--- src/rtl/pkt_frame_pkg.sv ---
package pkt_frame_pkg;

  typedef enum logic [2:0] {
    ST_IDLE,
    ST_SYNC,
    ST_LEN,
    ST_TYPE,
    ST_PAY,
    ST_CRC
  } tx_state_e;

  localparam logic [7:0] SYNC_BYTE = 8'hAA;
  localparam logic [7:0] CRC_POLY  = 8'h07;

  // one byte of MSB-first CRC-8, no reflection
  function automatic logic [7:0] crc8_step(input logic [7:0] c, input logic [7:0] d);
    logic [7:0] r;
    r = c ^ d;
    for (int b = 0; b < 8; b++) begin
      r = r[7] ? ((r << 1) ^ CRC_POLY) : (r << 1);
    end
    return r;
  endfunction

endpackage

--- src/rtl/pkt_crc8.sv ---
module pkt_crc8
  import pkt_frame_pkg::*;
(
  input  logic       clk,
  input  logic       rst,
  input  logic       clr,
  input  logic       en,
  input  logic [7:0] din,
  output logic [7:0] crc_q,
  output logic [7:0] crc_nx
);

  assign crc_nx = crc8_step(crc_q, din);

  always_ff @(posedge clk) begin
    if (rst || clr) crc_q <= 8'h00;
    else if (en)    crc_q <= crc_nx;
  end

  // every frame starts its CRC from zero
  a_r3_crc_clear: assert property (@(posedge clk) disable iff (rst)
    clr |=> (crc_q == 8'h00));

endmodule

--- src/rtl/pkt_payload_buf.sv ---
module pkt_payload_buf #(
  parameter int MAX_BYTES = 16,
  localparam int IDXW = (MAX_BYTES > 1) ? $clog2(MAX_BYTES) : 1
) (
  input  logic                   clk,
  input  logic                   wr_en,
  input  logic                   be16,
  input  logic [8*MAX_BYTES-1:0] din,
  input  logic [IDXW-1:0]        rd_idx,
  output logic [7:0]             rd_byte
);

  logic [7:0] mem [MAX_BYTES];

  generate
    for (genvar k = 0; k < MAX_BYTES; k++) begin : g_slot
      localparam int SWP = ((k ^ 1) < MAX_BYTES) ? (k ^ 1) : k;
      always_ff @(posedge clk) begin
        if (wr_en) mem[k] <= be16 ? din[8*SWP +: 8] : din[8*k +: 8];
      end
    end
  endgenerate

  assign rd_byte = mem[rd_idx];

endmodule

--- src/rtl/pkt_frame_tx.sv ---
module pkt_frame_tx
  import pkt_frame_pkg::*;
#(
  parameter int MAX_PAYLOAD = 16,
  localparam int IDXW = (MAX_PAYLOAD > 1) ? $clog2(MAX_PAYLOAD) : 1,
  localparam int LENW = 8
) (
  input  logic                     clk,
  input  logic                     rst,
  input  logic                     req_valid,
  output logic                     req_ready,
  input  logic [7:0]               req_type,
  input  logic [LENW-1:0]          req_len,
  input  logic                     req_be16,
  input  logic [8*MAX_PAYLOAD-1:0] req_payload,
  output logic                     req_err,
  output logic                     busy,
  output logic                     tx_valid,
  input  logic                     tx_ready,
  output logic [7:0]               tx_data
);

  tx_state_e       st_q;
  logic [IDXW-1:0] idx_q;
  logic [LENW-1:0] len_q;
  logic [7:0]      type_q;
  logic            len_ok, take, reject, fire, crc_en;
  logic [IDXW-1:0] rd_idx;
  logic [7:0]      rd_byte, crc_q, crc_nx;

  assign req_ready = ~busy;
  assign len_ok    = (req_len <= LENW'(MAX_PAYLOAD));
  assign take      = req_valid && !busy && len_ok;
  assign reject    = req_valid && !busy && !len_ok;
  assign fire      = tx_valid && tx_ready;
  assign crc_en    = fire && (st_q == ST_LEN || st_q == ST_TYPE || st_q == ST_PAY);
  assign rd_idx    = (st_q == ST_TYPE) ? '0 : idx_q + 1'b1;

  pkt_payload_buf #(.MAX_BYTES(MAX_PAYLOAD)) u_buf (
    .clk     (clk),
    .wr_en   (take),
    .be16    (req_be16),
    .din     (req_payload),
    .rd_idx  (rd_idx),
    .rd_byte (rd_byte)
  );

  pkt_crc8 u_crc (
    .clk    (clk),
    .rst    (rst),
    .clr    (take),
    .en     (crc_en),
    .din    (tx_data),
    .crc_q  (crc_q),
    .crc_nx (crc_nx)
  );

  always_ff @(posedge clk) begin
    if (rst) begin
      st_q     <= ST_IDLE;
      busy     <= 1'b0;
      tx_valid <= 1'b0;
      tx_data  <= 8'h00;
      req_err  <= 1'b0;
      idx_q    <= '0;
      len_q    <= '0;
      type_q   <= 8'h00;
    end else begin
      req_err <= reject;
      case (st_q)
        ST_IDLE: if (take) begin
          st_q     <= ST_SYNC;
          busy     <= 1'b1;
          tx_valid <= 1'b1;
          tx_data  <= SYNC_BYTE;
          len_q    <= req_len;
          type_q   <= req_type;
        end
        ST_SYNC: if (fire) begin
          st_q    <= ST_LEN;
          tx_data <= len_q;
        end
        ST_LEN: if (fire) begin
          st_q    <= ST_TYPE;
          tx_data <= type_q;
        end
        ST_TYPE: if (fire) begin
          idx_q <= '0;
          if (len_q == '0) begin
            st_q    <= ST_CRC;
            tx_data <= crc_nx;
          end else begin
            st_q    <= ST_PAY;
            tx_data <= rd_byte;
          end
        end
        ST_PAY: if (fire) begin
          if (LENW'(idx_q) == len_q - 1'b1) begin
            st_q    <= ST_CRC;
            tx_data <= crc_nx;
          end else begin
            idx_q   <= idx_q + 1'b1;
            tx_data <= rd_byte;
          end
        end
        ST_CRC: if (fire) begin
          st_q     <= ST_IDLE;
          busy     <= 1'b0;
          tx_valid <= 1'b0;
        end
        default: st_q <= ST_IDLE;
      endcase
    end
  end

  // byte counter kept only for the frame-length check
  logic [LENW:0] chk_cnt;
  always_ff @(posedge clk) begin
    if (rst || take) chk_cnt <= '0;
    else if (fire)   chk_cnt <= chk_cnt + 1'b1;
  end

  a_r2_frame_len: assert property (@(posedge clk) disable iff (rst)
    (fire && st_q == ST_CRC) |-> (chk_cnt == {1'b0, len_q} + 3));

  a_r2_sync_first: assert property (@(posedge clk) disable iff (rst)
    $rose(busy) |-> (tx_valid && tx_data == SYNC_BYTE));

  a_r6_hold: assert property (@(posedge clk) disable iff (rst)
    (tx_valid && !tx_ready) |=> (tx_valid && $stable(tx_data)));

  a_r5_reject_quiet: assert property (@(posedge clk) disable iff (rst)
    req_err |-> (!busy && !tx_valid));

  a_r7_busy_end: assert property (@(posedge clk) disable iff (rst)
    $fell(busy) |-> !tx_valid);

endmodule

--- config.mk ---
export PLATFORM = sky130hd
export DESIGN_NAME = pkt_frame_tx
export DESIGN_NICKNAME = d
export VERILOG_FILES = /design/src/rtl/pkt_frame_pkg.sv /design/src/rtl/pkt_crc8.sv /design/src/rtl/pkt_payload_buf.sv /design/src/rtl/pkt_frame_tx.sv
export SDC_FILE = /design/constraint.sdc
export NUM_CORES = 1
export LEC_CHECK = 0
export BUFFER_PORTS_ARGS = -buffer_cell sky130_fd_sc_hd__buf_4
export CELL_PAD_IN_SITES_DETAIL_PLACEMENT = 0
export CELL_PAD_IN_SITES_GLOBAL_PLACEMENT = 1
export CORE_ASPECT_RATIO = 0.9
export CORE_UTILIZATION = 45
export DETAILED_ROUTE_END_ITERATION = 7
export PLACE_DENSITY_LB_ADDON = 0.25
export SLEW_MARGIN = 30
export SYNTH_ARGS = -nofsm -noshare
export SYNTH_HDL_FRONTEND = slang
export SYNTH_SLANG_ARGS = --single-unit
export TNS_END_PERCENT = 30
--- constraint.sdc ---
create_clock -name clk -period 4.4 [get_ports clk]
set_input_delay 0.44 -clock clk [delete_from_list [all_inputs] [get_ports clk]]
set_output_delay 0.44 -clock clk [all_outputs]
set_load 0.005 [all_outputs]
Word level (Yosys, flattened, before mapping)

Memories as Yosys holds them, arrays and structs flattened.
Index checks and enable logic that the tools add are counted.

Add/sub/neg operators: 2
Order comparisons: 1
Eq/ne operators: 14
Mux-type cells: 51
Bitwise gates (word level): 10
Reduce and logical (&&, ||, !) cells: 20

Operators with widths:

| operator              | count |
|---|---|
| $mux W8               | 23 |
| $mux W3               | 15 |
| $pmux W8 S5           | 1 |
| $not A3 Y3            | 8 |
| $pmux W3 S6           | 1 |
| $mux W4               | 4 |
| $ne A2 B2 Y1 const B  | 6 |
| $eq A4 B8 Y1          | 1 |
| $le A8 B5 Y1 const B  | 1 |
| $logic_not A8 Y1      | 1 |
| $pmux W4 S2           | 1 |
| $sub A8 B1 Y8 const B | 1 |
| $xor A8 B8 Y8         | 1 |
| $reduce_and A7 Y1     | 1 |
| $eq A3 B2 Y1 const B  | 2 |
| $eq A3 B3 Y1 const B  | 2 |
| $reduce_and A6 Y1     | 1 |
| $logic_and A1 B1 Y1   | 5 |
| $mux W1               | 5 |
| $reduce_bool A5 Y1    | 1 |
| $add A4 B1 Y4 const B | 1 |
| $ne A2 B1 Y1 const B  | 2 |
| $reduce_and A4 Y1     | 1 |
| $reduce_bool A2 Y1    | 2 |
| 8 further kinds       | 11 |

Register bits after elaboration: 41
Memory bits (writable): 128
Memories: 1

Memory list:

| name      | words | width | rd ports | clocked after Yosys merged registers in | wr ports | RTL line              | text |
|---|---|---|---|---|---|---|---|
| u_buf.mem | 16    | 8     | 1        | 0                                       | 16       | pkt_payload_buf.sv:13 | `logic [7:0] mem [MAX_BYTES];` |

Depth between registers and ports, before layout

Gate-level depths: netlist of the first run.

Word-level depth: 20
Mapped depth: 10
Mapped depth without buffers: 9

By module

From an unflattened synthesis of the first run, not the netlist that was laid out.

Cell total of the unflattened synthesis: 651
Area, all modules: 9,043.7 um2

By module, submodules not included:

| module          | instances | cells an instance | area an instance (um2) | seq. area each (um2) |
|---|---|---|---|---|
| pkt_payload_buf | 1         | 340               | 6,386.1                | 3,843.7 |
| pkt_frame_tx    | 1         | 253               | 1,999.4                | 660.6 |
| pkt_crc8        | 1         | 58                | 658.1                  | 160.2 |

Worst setup path after synthesis of the first run

No wires, ideal clock.

Path type: input -> register
From: in req_len[0]
To: mem u_buf.mem[0][0], enable pin
Library setup time: 480 ps
Data arrival time: 3,478 ps
Data required time: 3,920 ps
Path slack: 441 ps
Stages: 3
Path buffers: 0
Path through: o41ai_2 > nand3_1 > inv_1

RTL lines:

| what        | RTL line              | text |
|---|---|---|
| from (decl) | pkt_frame_tx.sv:13    | `input logic [LENW-1:0] req_len,` |
| to (decl)   | pkt_payload_buf.sv:13 |  |

Worst setup path after layout of the first run

From: reg idx_q[1]
To: reg tx_data[4]

Word-level cells in the longest chain between the ends: 6

Ends and longest elaborated chain:

| what                              | RTL line                               | text |
|---|---|---|
| from (decl)                       | pkt_frame_tx.sv:24                     | `logic [IDXW-1:0] idx_q;` |
| from (signal assigned)            | pkt_frame_tx.sv:102                    | `idx_q <= idx_q + 1'b1;` |
| $add A4 B1 Y4                     | pkt_frame_tx.sv:37                     | `assign rd_idx = (st_q == ST_TYPE) ? '0 : idx_q + 1'b1;` |
| $mux W4                           | pkt_frame_tx.sv:37                     |  |
| $mem_v2 Z16 W8                    | n/a                                    |  |
| $mux W8, on equally long branches | pkt_frame_tx.sv:98, pkt_frame_tx.sv:89 |  |
| $mux W8, on equally long branches | pkt_frame_tx.sv:97, pkt_frame_tx.sv:87 |  |
| $pmux W8 S5 (*)                   | pkt_frame_tx.sv:70                     | `case (st_q)` |
| to (signal assigned)              | pkt_frame_tx.sv:94                     | `tx_data <= rd_byte;` |
| to (signal assigned)              | pkt_frame_tx.sv:100                    | `tx_data <= crc_nx;` |
| to (signal assigned)              | pkt_frame_tx.sv:103                    | `tx_data <= rd_byte;` |
| to (decl)                         | pkt_frame_tx.sv:20                     | `output logic [7:0] tx_data` |

Every way passes the cells marked *; elsewhere a longest branch is shown, timed or not. The select of a mux whose other input is x is not followed.
A chain may end at the register's enable or synchronous reset.

==> results of run 1 <==
==> per-stage QoR <==
stage	utilization, %	total power, mW
floorplan	-	1.94
global placement	53.1	2.09
detailed placement	53.3	2.10
CTS	56.1	3.44
global route	56.1	3.52
finish	56.1	3.41
==> routing by layer <==
layer	part of all wire, %	track usage, %
met2	47	33.0
met5	0	0
met1	46	29.5
met3	6.2	4.40
met4	1.1	5.61
==> path summary, 6_finish.rpt <==
check | from | endpoint | slack (ns) | cells past startpoint
max | idx_q[1] | tx_data[4] | 1.34 | 6
min reg2reg | len_q[7] | len_q[7] | 0.46 | 2
min | req_type[3] | type_q[3] | 0.25 | 3
max reg2reg | idx_q[1] | tx_data[4] | 1.34 | 6
==> kinds of logic after synthesis <==
| family | synth area share [%] |
|---|---|
| AO/OA/AOI/OAI | 10.3 |
| flip-flops | 51.8 |
| adder cells (fa/ha/maj) | 0.417 |
| buffers and inverters | 3.49 |
| XOR/XNOR | 3.86 |
| multiplexers | 22.9 |
| AND/OR/NAND/NOR | 7.31 |
==> final cells by class <==
cell class	instances	area share, %
clock buffer	19	3.98
clock inverter	13	0.874
inverter	12	0.437
sequential	169	42.9
tap	250	2.88
multi-input combinational	484	37.2
timing repair buffer	165	11.7
==> sequential cells by signal (all words and copies together), names as in the netlist <==
name         cells
idx_q            4
len_q            8
req_err          1
st_q             3
tx_data          8
tx_valid         1
type_q           8
u_buf.mem      128
u_crc.crc_q      8
==> cell usage in the layout (no fill, tap or decap), drive strengths merged, types with 3 or more instances in the layout <==
cell type and count:
buf 165, mux2 130, edfxtp 128, nor2 49
dfxtp 41, o21ai 41, mux2i 37, nand2 34
a21oi 30, xnor2 24, a221oi 19, clkbuf 19
nor3 16, inv 16, xor2 14, mux4 10
nand2b 7, clkinv 7, a211oi 6, nand3 5
nand4 4, o22ai 4, a22oi 4, o221ai 4
nor2b 3, and2 3, o211ai 3, o31a 3
a22o 3, or3 3, ha 3, a2111oi 3
nor4 3
==> power breakdown <==
part,switching [mW],total (mW),leakage (nW),internal (mW)
logic,0.122,0.309,2.10,0.187
registers,0.00830,1.75,1.49,1.74
clock network,0.623,1.35,0.253,0.726
==> worst max-delay path: cells and delay by family (launching register included) <==
kind | cells | cell delay (ns)
adders and majority gates | 1 | 0.92
AOI/OAI and AO/OA | 3 | 0.60
and+or+nand+nor | 1 | 0.43
buffers and inverters | 1 | 0.64
DFF | 1 | 0.35
==> run metrics, run 1 <==
Detailed Route WL=20.9 mm; overall overflow remaining after global route=0; Peak Freq=327 MHz; clock period minus final worst setup slack=3.06 ns; number of nets in the layout=1001; Netlist Area Pre-Place=9000 µm²; setup repair after global routing missed its margin=no; number of distinct library cells after synthesis=67; Setup-failing EPs final=0; die height=136 µm; Iteration-0 DRC Markers=375; delay of the slowest cell on the worst path=0.92 ns; setup slack at placement=1.49 ns; endpoint required time on the critical path=4.72 ns; post-synth top area cell=edfxtp_1; number of detailed-routing iterations run before antenna repair=5; Site Rows=48; number of filler instances in the final layout=1641; sum of negative setup slack=0 ns; combined global-route utilization of all metal layers=21.0%; post-detailed-route count of antenna-violating nets=0; mean routed wirelength per cell=18.8 µm; clock-pin slew of the registers on the worst-case setup and hold paths=0.06 ns; Final Skew=0.0102 ns; sequential cell area=4670 µm²; Arrival @ worst endpoint=3.38 ns; Post-synth top flop=edfxtp_1; areal power density over the cells=314 nW/µm²; area growth from synthesis to layout=20.8%; Clk Latency, worst-skew pair=0.43 ns; number of instances resized during post-cts repair=0; clk sink count=169; reported max-cap violation count=0; vias in the first global route=6008; Die Area=20600 µm²; placeable core area=19400 µm²; share of synthesized area occupied by flip-flops and latches=51.8%; initial antenna violation count=0; share of the synthesized area in the top cell type=42.7%; most frequent cell after synthesis=mux2_2; worst hold path type=in -> reg; Post-Synthesis Cells=712; synth cell count leaders=130 x mux2_2, 128 x edfxtp_1, 46 x nor2_1; number of enable-type register cells in the synthesized netlist=128; Max Root-Sink Buffers=2; worst-case hold slack=0.249 ns; ordered list of cells on the worst path=ha_1 -> clkinv_1 -> nor3_1 -> o31a_1 -> o21ai_1 -> a221oi_1; design area=10900 µm²; Post-Syn Area per Cell=12.6 µm²; TritonCTS buffer count=17; routed vias=6181; total placed instance area=10300 µm²; register bit total from synthesis=169; kind of capture point of the worst setup path=flip-flop; clock root buffer master=clkbuf_16; total placed cells including tap cells=1080; total count of max-transition violations in the final report=0; starting density of the core=46.4%; worst-margin pin slew=0.951 ns; crit path max fanout=23; CTS tree=done; post-route clock period utilization=69.5%; detailed-route vias per instance=5.56; antenna cells=0; worst-path cell with the longest stage delay=ha_1; number of hold buffers added after CTS=0; setup slack of the critical path after layout=1.34 ns; biggest area contributors in the synthesized netlist=edfxtp_1 43%, mux2_2 16%, dfxtp_1 9.1%, mux2i_1 4.1%, mux4_2 2.5%; Final Instance Count excl. Fillers=1112; overall die width=151 µm; worst vdd rail ir drop=0.182 mV; quantity of I/O buffers inserted on ports=160; Post-CTS Repair Setup Buffers=0; DRC viols=0; area of the multi-input gates=4050 µm²; Critical Path Source Type=flip-flop; half-perimeter wire length of the detailed placement result=15.2 mm; Final Hold Viols=0; wire length of the first global-routing pass=32.0 mm; startpoint-to-endpoint class of the critical path=reg -> reg; largest net degree at the start of global routing=70; I/O Pins=161; leakage power total=3.84 nW; Synth warnings=0; share of synthesized registers carrying an async set or reset=0%; maximum level of the CTS H-tree=4; share of layout cells above drive strength 1=41.1%; net count after synthesis=864; Worst slew margin=36.6%; final weighted congestion in routability-driven placement=0.864; status=finished, final reports clean
Note: power is estimated with default switching activity, not from simulation.
==> run 2, diff against run 1 <==
==> constraint.sdc (replaced) <==
create_clock -name clk -period 3.02 [get_ports clk]
set_input_delay 0.302 -clock clk [delete_from_list [all_inputs] [get_ports clk]]
set_output_delay 0.302 -clock clk [all_outputs]
set_load 0.005 [all_outputs]
==> run 2 against run 1 <==
Against the previous run:
- register-to-register slack lost 0.97 ns
- sequential share of layout area down 0.65 points
- sequential cell count stayed put
- core utilization rose by 0.86 points
- total power increased by 51%
- critical path type unchanged
- largest power group unchanged
==> run metrics, run 2 (synthesis gave the netlist of run 1 again) <==
Worst slew margin=52.1%; areal power density over the cells=467 nW/µm²; die height=136 µm; Worst Path Buf+Inv=0; most common cell after layout, fill and taps aside=buf_4; register-to-register path setup slack=0.38 ns; DRC viols=0; Largest register FFs=128; total placed cells including tap cells=1097; share of layout cells above drive strength 1=42.6%; worst-path cell with the longest stage delay=dfxtp_1; Final Instance Count excl. Fillers=1128; final weighted congestion in routability-driven placement=0.844; starting density of the core=46.4%; combined global-route utilization of all metal layers=22.0%; Post-CTS Repair Setup Buffers=0; status=finished, final reports clean; routed vias=6324; clk sink count=169; post-detailed-route count of antenna-violating nets=0; largest reg by FF count=u_buf.mem; maximum level of the CTS H-tree=4; number of hold buffers added after CTS=0; final total power=5.15 mW; initial antenna violation count=0; post-route clock period utilization=87.5%; endpoint required time on the critical path=3.32 ns; beginning of the worst hold path=req_type[2]; Iteration-0 DRC Markers=351; number of detailed-routing iterations run before antenna repair=5; startpoint-to-endpoint class of the critical path=reg -> reg; worst-margin pin slew=0.718 ns; mean routed wirelength per cell=19.3 µm; total count of max-transition violations in the final report=0; highest-count cells in the layout ignoring fill and taps=179 x buf_4, 130 x mux2_2, 128 x edfxtp_1; Site Rows=48; Setup-failing EPs final=0; quantity of I/O buffers inserted on ports=160; sum of negative setup slack=0 ns; area growth from synthesis to layout=22.6%; clock root buffer master=clkbuf_16; clock period minus final worst setup slack=2.64 ns; category of cells accounting for the largest share of critical-path delay=simple AND/OR/NAND/NOR gates; startpoint of the worst register-to-register path=st_q[1]; Peak Freq=378 MHz; detailed-route vias per instance=5.61; setup slack of the critical path after layout=0.377 ns; number of nets in the layout=1018; reported max-cap violation count=0; destination of the worst register-to-register timing path=tx_data[1]; Final Hold Viols=0; number of filler instances in the final layout=1593; area of the multi-input gates=4040 µm²; ordered list of cells on the worst path=and3b_1 -> nor2_8 -> mux4_2 -> o21a_1 -> o211ai_1 -> a211oi_1; TritonCTS buffer count=17; Detailed Route WL=21.8 mm; wire length of the first global-routing pass=33.8 mm; Die Area=20600 µm²; overall die width=151 µm; placeable core area=19400 µm²; I/O Pins=161; Critical Path Source Type=flip-flop; worst hold path type=in -> reg; antenna cells=0; total placed instance area=10500 µm²; delay of the slowest cell on the worst path=0.71 ns; Hold Path Sink=type_q[2]; Max Root-Sink Buffers=2; design area=11000 µm²; worst vdd rail ir drop=0.330 mV; number of instances resized during post-cts repair=0; largest net degree at the start of global routing=60; leakage power total=3.94 nW; sequential cell area=4670 µm²; CTS tree=done; Clk Latency, worst-skew pair=0.43 ns; Reg2Reg Depth=6; clock-pin slew of the registers on the worst-case setup and hold paths=0.07 ns; overall overflow remaining after global route=0; Arrival @ worst endpoint=2.94 ns; kind of capture point of the worst setup path=flip-flop; vias in the first global route=6386; setup repair after global routing missed its margin=no; half-perimeter wire length of the detailed placement result=16.1 mm; Cells on Worst Hold Path=3; setup slack at placement=0.411 ns; Final Skew=0.0123 ns; crit path max fanout=19
[run 2: metrics by stage]
stage                     hold WS [ns]  utilization [%]
after floorplan                  0.428                -
after global placement           0.450             54.0
after detailed placement         0.474             54.0
after CTS                       0.0961             56.9
after global routing             0.111             56.9
final                            0.109             56.9
[run 2: worst min-delay path, stage by stage]
cell and delay [ns]:
buf_4 0.08, mux2i_1 0.05, nor2_1 0.07
[run 2: cell type report]
class                      instances  share of cell area (%)
sequential                       169                    42.3
multi-input combinational        484                    36.6
timing repair buffer             182                    12.7
clock buffer                      17                    3.85
tap                              250                    2.83
clock inverter                    14                    1.34
inverter                          12                   0.442
[run 2: worst max path at each step]
stage | cells past startpoint | to | slack [ns] | startpoint
2_1_floorplan | 3 | u_buf.mem[0][0] | 0.08 | tx_valid
3_3_place_gp | 6 | tx_data[1] | 0.51 | st_q[1]
3_5_place_dp | 6 | tx_data[1] | 0.41 | st_q[1]
4_1_cts | 6 | tx_data[1] | 0.39 | st_q[1]
5_1_grt | 6 | tx_data[1] | 0.24 | st_q[1]
6_report | 6 | tx_data[1] | 0.38 | st_q[1]
[run 2: power by group]
part           internal [mW]  switching [mW]
clock                   1.22           0.920
sequential              2.54          0.0135
combinational          0.279           0.182
total                   4.04            1.12
[run 2: routing by layer]
| layer | share of wire, % | track usage, % |
|---|---|---|
| met5 | 0 | 0 |
| met4 | 1.6 | 8.00 |
| met3 | 5.7 | 4.23 |
| met2 | 48 | 35.0 |
| met1 | 45 | 29.8 |
